## src/rtl/sc_etu_pkg.sv

```systemverilog
package sc_etu_pkg;

  typedef enum logic [1:0] {
    SRC_NOW = 2'd0,
    SRC_DET = 2'd1,
    SRC_RCV = 2'd2,
    SRC_ACT = 2'd3
  } start_src_e;

  typedef enum logic [1:0] {
    ST_IDLE = 2'd0,
    ST_WAIT = 2'd1,
    ST_RUN  = 2'd2
  } chan_st_e;

  typedef struct packed {
    logic       up;
    start_src_e src;
    logic       rl_tmo;
    logic       rl_det;
  } etu_cfg_t;

  localparam int MODE_W = 4;

endpackage

```

## src/rtl/sc_etu_dec.sv

```systemverilog
module sc_etu_dec
  import sc_etu_pkg::*;
#(
  parameter bit ACT_OK = 1'b0
) (
  input  logic [MODE_W-1:0] mode_i,
  output etu_cfg_t          cfg_o
);

  always_comb begin
    cfg_o = '{up: 1'b0, src: SRC_NOW, rl_tmo: 1'b0, rl_det: 1'b0};
    case (mode_i)
      4'd1: cfg_o.src = SRC_DET;
      4'd2: cfg_o.src = SRC_RCV;
      4'd3: cfg_o.src = ACT_OK ? SRC_ACT : SRC_NOW;
      4'd4: cfg_o.rl_tmo = 1'b1;
      4'd5: begin
        cfg_o.src    = SRC_DET;
        cfg_o.rl_tmo = 1'b1;
      end
      4'd6: begin
        cfg_o.src    = SRC_RCV;
        cfg_o.rl_tmo = 1'b1;
      end
      4'd7: begin
        cfg_o.src    = SRC_DET;
        cfg_o.rl_det = 1'b1;
      end
      4'd8:  cfg_o.up = 1'b1;
      4'd15: cfg_o.rl_det = 1'b1;
      default: ;
    endcase
  end

endmodule

```

## src/rtl/sc_etu_chan.sv

```systemverilog
module sc_etu_chan
  import sc_etu_pkg::*;
#(
  parameter int CNT_W  = 16,
  parameter bit ACT_OK = 1'b0
) (
  input  logic              clk,
  input  logic              rst_n,
  input  logic              tick_i,
  input  logic              sb_det_i,
  input  logic              sb_rcv_i,
  input  logic              act_i,
  input  logic              start_i,
  input  logic              stop_i,
  input  logic [MODE_W-1:0] mode_i,
  input  logic [CNT_W-1:0]  load_i,
  input  logic              clr_i,
  output logic              flag_o,
  output logic [CNT_W-1:0]  cnt_o
);

  etu_cfg_t         new_cfg;
  etu_cfg_t         cfg_q, cfg_d;
  chan_st_e         st_q, st_d;
  logic [CNT_W-1:0] cnt_q, cnt_d;
  logic [CNT_W-1:0] load_q, load_d;
  logic             flag_q, flag_d;
  logic             tmo;
  logic             trig_hit;
  logic [CNT_W:0]   cnt_inc;
  logic             dn_end;
  logic             up_end;

  sc_etu_dec #(.ACT_OK(ACT_OK)) u_dec (
    .mode_i (mode_i),
    .cfg_o  (new_cfg)
  );

  always_comb begin
    case (cfg_q.src)
      SRC_DET: trig_hit = sb_det_i;
      SRC_RCV: trig_hit = sb_rcv_i;
      SRC_ACT: trig_hit = act_i;
      default: trig_hit = 1'b1;
    endcase
  end

  assign cnt_inc = {1'b0, cnt_q} + {{CNT_W{1'b0}}, 1'b1};
  assign dn_end  = (cnt_q <= {{(CNT_W-1){1'b0}}, 1'b1});
  assign up_end  = (cnt_inc >= {1'b0, load_q});

  always_comb begin
    st_d   = st_q;
    cnt_d  = cnt_q;
    cfg_d  = cfg_q;
    load_d = load_q;
    tmo    = 1'b0;
    if (stop_i) begin
      st_d = ST_IDLE;
    end else if (start_i) begin
      cfg_d  = new_cfg;
      load_d = load_i;
      cnt_d  = new_cfg.up ? '0 : load_i;
      st_d   = (new_cfg.src == SRC_NOW) ? ST_RUN : ST_WAIT;
    end else begin
      case (st_q)
        ST_WAIT: begin
          if (trig_hit) st_d = ST_RUN;
        end
        ST_RUN: begin
          if (cfg_q.rl_det && sb_det_i) begin
            cnt_d = load_q;
          end else if (tick_i) begin
            if (cfg_q.up) begin
              if (up_end) begin
                tmo   = 1'b1;
                cnt_d = load_q;
                st_d  = ST_IDLE;
              end else begin
                cnt_d = cnt_inc[CNT_W-1:0];
              end
            end else if (dn_end) begin
              tmo = 1'b1;
              if (cfg_q.rl_tmo) begin
                cnt_d = load_q;
              end else begin
                cnt_d = '0;
                st_d  = ST_IDLE;
              end
            end else begin
              cnt_d = cnt_q - {{(CNT_W-1){1'b0}}, 1'b1};
            end
          end
        end
        default: ;
      endcase
    end
    flag_d = tmo ? 1'b1 : (clr_i ? 1'b0 : flag_q);
  end

  always_ff @(posedge clk or negedge rst_n) begin
    if (!rst_n) begin
      st_q   <= ST_IDLE;
      cnt_q  <= '0;
      load_q <= '0;
      cfg_q  <= '{up: 1'b0, src: SRC_NOW, rl_tmo: 1'b0, rl_det: 1'b0};
      flag_q <= 1'b0;
    end else begin
      st_q   <= st_d;
      cnt_q  <= cnt_d;
      load_q <= load_d;
      cfg_q  <= cfg_d;
      flag_q <= flag_d;
    end
  end

  assign flag_o = flag_q;
  assign cnt_o  = cnt_q;

endmodule

```

## src/rtl/sc_etu_timers.sv

```systemverilog
module sc_etu_timers
  import sc_etu_pkg::*;
#(
  parameter int NUM_TMR = 3,
  parameter int CNT_W   = 16
) (
  input  logic                       clk,
  input  logic                       rst_n,
  input  logic                       etu_tick,
  input  logic                       sb_detect,
  input  logic                       sb_received,
  input  logic                       act_req,
  input  logic [NUM_TMR-1:0]         start_i,
  input  logic [NUM_TMR-1:0]         stop_i,
  input  logic [NUM_TMR*MODE_W-1:0]  mode_i,
  input  logic [NUM_TMR*CNT_W-1:0]   load_i,
  input  logic [NUM_TMR-1:0]         irq_en_i,
  input  logic [NUM_TMR-1:0]         flag_clr_i,
  output logic [NUM_TMR-1:0]         tmo_flag_o,
  output logic [NUM_TMR-1:0]         irq_o,
  output logic [NUM_TMR*CNT_W-1:0]   cnt_o
);

  for (genvar g = 0; g < NUM_TMR; g++) begin : g_tmr
    sc_etu_chan #(
      .CNT_W  (CNT_W),
      .ACT_OK (g == 0)
    ) u_chan (
      .clk      (clk),
      .rst_n    (rst_n),
      .tick_i   (etu_tick),
      .sb_det_i (sb_detect),
      .sb_rcv_i (sb_received),
      .act_i    (act_req),
      .start_i  (start_i[g]),
      .stop_i   (stop_i[g]),
      .mode_i   (mode_i[g*MODE_W +: MODE_W]),
      .load_i   (load_i[g*CNT_W +: CNT_W]),
      .clr_i    (flag_clr_i[g]),
      .flag_o   (tmo_flag_o[g]),
      .cnt_o    (cnt_o[g*CNT_W +: CNT_W])
    );
  end

  assign irq_o = tmo_flag_o & irq_en_i;

endmodule

```

## config.mk

```make
export PLATFORM = sky130hd
export DESIGN_NAME = sc_etu_timers
export DESIGN_NICKNAME = d
export VERILOG_FILES = /design/src/rtl/sc_etu_pkg.sv /design/src/rtl/sc_etu_dec.sv /design/src/rtl/sc_etu_chan.sv /design/src/rtl/sc_etu_timers.sv
export SDC_FILE = /design/constraint.sdc
export NUM_CORES = 1
export LEC_CHECK = 0
export BUFFER_PORTS_ARGS = -buffer_cell sky130_fd_sc_hd__buf_4
export CAP_MARGIN = 5
export CELL_PAD_IN_SITES_DETAIL_PLACEMENT = 1
export CELL_PAD_IN_SITES_GLOBAL_PLACEMENT = 2
export CORE_MARGIN = 3
export CORE_UTILIZATION = 25
export CTS_BUF_LIST = sky130_fd_sc_hd__clkbuf_4 sky130_fd_sc_hd__clkbuf_8 sky130_fd_sc_hd__clkbuf_16
export DETAILED_ROUTE_END_ITERATION = 8
export PLACE_DENSITY_LB_ADDON = 0.05
export SLEW_MARGIN = 25
export SYNTH_ARGS = -nofsm -noshare
export SYNTH_HDL_FRONTEND = slang
export SYNTH_SLANG_ARGS = --single-unit
export TNS_END_PERCENT = 10
```

## constraint.sdc

```tcl
create_clock -name clk -period 3.5 [get_ports clk]
set_input_delay 0.35 -clock clk [delete_from_list [all_inputs] [get_ports clk]]
set_output_delay 0.35 -clock clk [all_outputs]
set_load 0.1 [all_outputs]
```

==> Word level (Yosys, flattened, before mapping) <==
Index checks and enable logic that the tools add are counted.
{ "op_classes": {"reduce_logical": 39, "add_sub_neg": 6, "muxes": 105, "magnitude_cmp": 6, "n_eq_ne": 58, "bitwise_logic": 4} }
{ "op_table": {"columns": ["op", "count"], "rows": [
  ["$mux 16", 27],
  ["$mux 2", 30],
  ["$add 16x1->17 const B", 3],
  ["$ge 17x16->1", 3],
  ["$eq 4x3->1 const B", 12],
  ["$le 16x1->1 const B", 3],
  ["$sub 16x1->16 const B", 3],
  ["$mux 1", 39],
  ["$eq 4x4->1 const B", 6],
  ["$ne 4x4->1 const B", 6],
  ["$reduce_and 7->1", 3],
  ["$pmux 2 s2", 5],
  ["$eq 2x2->1 const B", 9],
  ["$reduce_or 3->1", 6],
  ["$eq 4x2->1 const B", 4],
  ["$ne 5x3->1 const B", 3],
  ["$ne 5x4->1 const B", 3],
  ["$ne 5x5->1 const B", 3],
  ["$eq 2x1->1 const B", 6],
  ["$eq 4x1->1 const B", 3],
  ["$ne 4x3->1 const B", 3],
  ["$reduce_bool 2->1", 6],
  ["$reduce_bool 4->1", 3],
  ["$reduce_or 2->1", 6],
  ["other kinds (9)", 23]
]} }
{ "word_totals": {"ff_bits": 120} }

==> Longest topological paths before layout <==
{ "logic_depth": {"depth_word": 10, "depth_mapped": 15, "ltp_nobuf": 14} }

==> Modules after synthesis <==
Synthesis repeated with hierarchy kept, for this count alone.
{ "hier_totals": {"hier_cells": 1234, "area_unflattened_um2": 9960.8} }
{ "by_module_without_submodules": {"columns": ["module", "instances", "cells_per_inst", "seq_area_each_um2", "area_per_inst_um2"], "rows": [
  ["sc_etu_chan at g_tmr[0].u_chan ...", 2, 411, 1001.0, 3256.9],
  ["sc_etu_chan at g_tmr[2].u_chan", 1, 388, 1001.0, 3251.9],
  ["sc_etu_dec at g_tmr[1].u_chan.u_dec ...", 2, 7, 0.0, 62.6],
  ["sc_etu_dec at g_tmr[0].u_chan.u_dec", 1, 7, 0.0, 51.3],
  ["sc_etu_timers", 1, 3, 0.0, 18.8]
]} }

==> Least setup slack after synthesis <==
Ideal clock, no wire load.
{ "synth_timing": {"kind": "register -> register", "start": "register g_tmr[1].u_chan.cnt_q[6]", "end": "register g_tmr[1].u_chan.cnt_q[0]", "required_ns": 3.353, "path_stages_with_launch": 14, "path_slack_ns": -0.719, "n_path_buf": 1, "t_arrival_ns": 4.072, "cell_sequence": "dfrtp_1 clkbuf_1 and4_1 nand2_1 nor3_1 xnor2_1 inv_1 ha_1 o21a_1 a221o_1 a2111o_1 a211o_1 a221oi_1 a311oi_1"} }
{ "synth_between": {"elab_chain_cells": 8, "elab_cells_between_ends": 10, "classes_between": "add/sub (1); order compare (2); mux (7)"} }
{ "synth_rtl": {"columns": ["item", "line_no", "source"], "rows": [
  ["start: declaration", "sc_etu_chan.sv:25", "logic [CNT_W-1:0] cnt_q, cnt_d;"],
  ["start signal: assignment", "sc_etu_chan.sv:110", "cnt_q <= cnt_d;"],
  ["$add 16x1->17", "sc_etu_chan.sv:48", "assign cnt_inc = {1'b0, cnt_q} + {{CNT_W{1'b0}}, 1'b1};"],
  ["$ge 17x16->1", "sc_etu_chan.sv:50", "assign up_end = (cnt_inc >= {1'b0, load_q});"],
  ["$mux 16", "sc_etu_chan.sv:75", "if (up_end) begin"],
  ["$mux 16 (*)", "sc_etu_chan.sv:74", "if (cfg_q.up) begin"],
  ["$mux 16 (*)", "sc_etu_chan.sv:73", "end else if (tick_i) begin"],
  ["$mux 16 (*)", "sc_etu_chan.sv:71", "if (cfg_q.rl_det && sb_det_i) begin"],
  ["$mux 16 (*)", "sc_etu_chan.sv:66", "case (st_q)"],
  ["$mux 16 (*)", "sc_etu_chan.sv:60", "end else if (start_i) begin"]
]} }
Every way passes the cells marked *; elsewhere a longest branch is shown, timed or not. The select of a mux whose other input is x is not followed.
A chain may end at the register's enable or synchronous reset.

==> Worst setup path in the final report <==
{ "layout_timing": {"start": "register g_tmr[1].u_chan.cnt_q[1]", "end": "register g_tmr[1].u_chan.cnt_q[0]"} }
The elaborated chain is that of the path after synthesis.

==> impl_metrics.sql <==
INSERT INTO impl_metrics (metric_group, metric, value, unit) VALUES
('sta', 'finalMaxSlewViolations', '0', ''),
('power', 'p_clk_frac', '0.236', ''),
('power', 'total_internal_power', '0.00429', 'W'),
('sta', 'final.hold.worst_slack', '0.0718', 'ns'),
('clock_tree', 'clock_tree.root_cell', 'sky130_fd_sc_hd__clkbuf_16', ''),
('critical_path', 'path_class', 'flip-flop to flip-flop', ''),
('clock_tree', 'worstSkewPairLatency', '0.46', 'ns'),
('critical_path', 'worstSetupStartpointType', 'flip-flop', ''),
('cells_and_area', 'fill_cells', '4559', ''),
('global_routing', 'grt_max_degree', '80', ''),
('status', 'failed_checks', 'negative setup slack', ''),
('status', 'outcome', 'complete, but fails checks', ''),
('power', 'power_switching', '0.00367', 'W'),
('critical_path', 'max_stage_delay_cell_worst_path', 'sky130_fd_sc_hd__a2111o_1', ''),
('synth', 'synthDistinctLibCells', '81', ''),
('synth', 'syn_inst', '1230', ''),
('global_routing', 'grt_overflow_total', '0', ''),
('synth', 'synth_edf_count', '0', ''),
('die', 'initial_utilization', '0.257', ''),
('sta', 'fmax', '283', 'MHz'),
('die', 'core_region_area', '38200', 'um2'),
('sta', 'setup_violations', '1', ''),
('die', 'placementRows', '71', ''),
('sta', 'final-hold-violation-count', '0', ''),
('synth', 'synthesis.nets', '1371', ''),
('cells_and_area', 'area_growth', '35.9', '%'),
('clock_tree', 'max-clock-path-buffers', '2', ''),
('detailed_routing', 'remaining_drc_errors', '0', ''),
('synth', 'netlist_top_cells_count', 'sky130_fd_sc_hd__nand2_1 (164), sky130_fd_sc_hd__dfrtp_1 (120), sky130_fd_sc_hd__nor2_1 (85)', ''),
('power', 'vdd.ir_drop.worst', '0.361', 'mV'),
('job', 'cap_violations', '0', ''),
('critical_path', 'timing.critical_path.arrival', '3.83', 'ns'),
('critical_path', 'critical-path-top-delay-family', 'compound AO/OA/AOI/OAI gates', ''),
('clock_tree', 'cts_tree', 'built', ''),
('critical_path', 'critical_path.max_stage_delay', '0.49', 'ns'),
('detailed_routing', 'firstDrtPassIters', '4', ''),
('place', 'postPlaceCellArea', '12200', 'um2'),
('sta', 'final.setup.worst_slack', '-0.0275', 'ns'),
('synth', 'ys_warn_count', '0', ''),
('cells_and_area', 'footprint_of_the_flip_flops_and_latches', '3110', 'um2'),
('clock_tree', 'clkSinkCount', '120', ''),
('detailed_routing', 'ant_nets', '0', ''),
('detailed_routing', 'number_of_drc_markers_in_iteration_0', '343', ''),
('critical_path', 'worstPathRequired', '3.80', 'ns'),
('synth', 'synth_area', '9820', 'um2'),
('global_routing', 'grt_pass1_wl', '66800', 'um'),
('detailed_routing', 'dr_total_vias', '9993', ''),
('power', 'power.share.sequential', '0.246', ''),
('detailed_routing', 'routedWlPerCell', '22.0', 'um'),
('synth', 'synth_top_area_frac', '0.306', ''),
('critical_path', 'timing.critical_path.fanout_max', '5', ''),
('global_routing', 'grt_pass1_vias', '10600', ''),
('die', 'die_width', '204', 'um'),
('synth', 'async_flop_share', '1.00', ''),
('worst_hold_path', 'holdCritPathClass', 'primary input to flip-flop', ''),
('cells_and_area', 'final_area', '13300', 'um2'),
('place', 'portBuffers', '131', ''),
('synth', 'synth.top_cells.by_area', 'sky130_fd_sc_hd__dfrtp_1 (31%), sky130_fd_sc_hd__ha_1 (8.0%), sky130_fd_sc_hd__nand2_1 (6.3%)', ''),
('place', 'detailed_placer_s_ending_hpwl', '33000', 'um'),
('die', 'ios', '132', ''),
('synth', 'synth_area_leader_cell', 'sky130_fd_sc_hd__dfrtp_1', ''),
('critical_path', 'crit_buf_inv', '0', ''),
('cells_and_area', 'multi_input_area', '6630', 'um2'),
('sta', 'rsz_0062_raised_after_global_routing', 'true', ''),
('synth', 'syn-mean-instance-area', '7.99', 'um2'),
('synth', 'yosys_register_bits', '120', ''),
('detailed_routing', 'wl', '43100', 'um'),
('power', 'power_per_unit_of_standard_cell_area', '597', 'nW/um2'),
('sta', 'period_minus_slack', '3.53', 'ns'),
('global_routing', 'track_usage', '0.210', ''),
('place', 'final_replace_weighted_congestion', '0.832', '');
[stage by stage]
step,total power [W],utilization,worst slack (ns),instances
6_report,0.00796,0.349,-0.0275,1954
5_1_grt,0.00849,0.349,-0.133,1954
4_1_cts,0.00790,0.339,-0.0577,1941
3_5_place_dp,0.00592,0.320,-0.355,1905
3_3_place_gp,0.00591,0.320,-0.293,1905
2_1_floorplan,0.00457,-,-0.0201,1230
[area by class of cell]
| class | instances | share of cell area |
|---|---|---|
| clock buffers | 24 | 0.0382 |
| clock inverters | 8 | 0.00713 |
| inverters | 79 | 0.0222 |
| multi-input cells | 945 | 0.497 |
| flip-flops and latches | 120 | 0.233 |
| well taps | 511 | 0.0479 |
| repair buffers | 267 | 0.155 |
[flip-flops by register name, indices dropped and copies added (netlist names)]
signal               flops
g_tmr.u_chan.flag_o      3
g_tmr.u_chan.cfg_q      15
g_tmr.u_chan.st_q        6
g_tmr.u_chan.cnt_o      48
g_tmr.u_chan.load_q     48
[power groups by stage]
stage	clock [W]	sequential (W)	combinational, W
2_1_floorplan	0	0.00285	0.00172
3_3_place_gp	0	0.00197	0.00394
3_5_place_dp	0	0.00197	0.00395
4_1_cts	0.00193	0.00195	0.00401
5_1_grt	0.00200	0.00200	0.00449
6_report	0.00188	0.00196	0.00413
[layout by cell type, fill, tap and decap left out, types with 37 or more instances in the layout]
| cell | Yosys | layout |
|---|---|---|
| sky130_fd_sc_hd__buf_4 | 5 | 257 |
| sky130_fd_sc_hd__nand2_1 | 164 | 160 |
| sky130_fd_sc_hd__dfrtp_1 | 120 | 83 |
| sky130_fd_sc_hd__inv_1 | 78 | 78 |
| sky130_fd_sc_hd__nor2_1 | 85 | 75 |
| sky130_fd_sc_hd__a21oi_1 | 75 | 71 |
| sky130_fd_sc_hd__o21ai_0 | 71 | 65 |
| sky130_fd_sc_hd__ha_1 | 63 | 57 |
| sky130_fd_sc_hd__nand3_1 | 42 | 38 |
| sky130_fd_sc_hd__xnor2_1 | 43 | 37 |
[per-layer routing]
metal / part of all wire / vias up / track usage
met5: 0 / - / 0
met4: 0.013 / 0 / 0.0460
met3: 0.027 / 38 / 0.0358
met2: 0.50 / 128 / 0.358
met1: 0.46 / 5001 / 0.280
li1: - / 4826 / -
[logic make-up (layout without fill, tap and decap cells)]
group | count (synthesis) | in the layout | share of synthesized area
compound gates | 335 | 335 | 0.228
xor+xnor | 72 | 72 | 0.0642
fa+ha+maj | 63 | 63 | 0.0803
buf+inv | 165 | 378 | 0.0689
flops | 120 | 120 | 0.306
mux | 24 | 24 | 0.0269
simple gates | 451 | 451 | 0.226
[final timing paths]
path	start	slack [ns]	cells after the start	endpoint
max reg2reg	g_tmr[1].u_chan.cnt_o[1]	-0.03	12	g_tmr[1].u_chan.cnt_o[0]
min in group asynchronous	rst_n	0.54	2	g_tmr[2].u_chan.load_q[8]
max	g_tmr[1].u_chan.cnt_o[1]	-0.03	12	g_tmr[1].u_chan.cnt_o[0]
min	flag_clr_i[1]	0.07	2	g_tmr[1].u_chan.flag_o
max in group asynchronous	rst_n	2.12	3	g_tmr[0].u_chan.cnt_o[2]
min reg2reg	g_tmr[1].u_chan.load_q[10]	0.51	2	g_tmr[1].u_chan.cnt_o[10]
[what timing repair did]
action	in CTS	in global routing
hold endpoints to repair	2	0
hold buffers	1	0
setup endpoints to repair	32	53
setup buffers	3	13
pin swaps	5	40
resized for setup	18	61
Power figures use the tool's default switching activity.
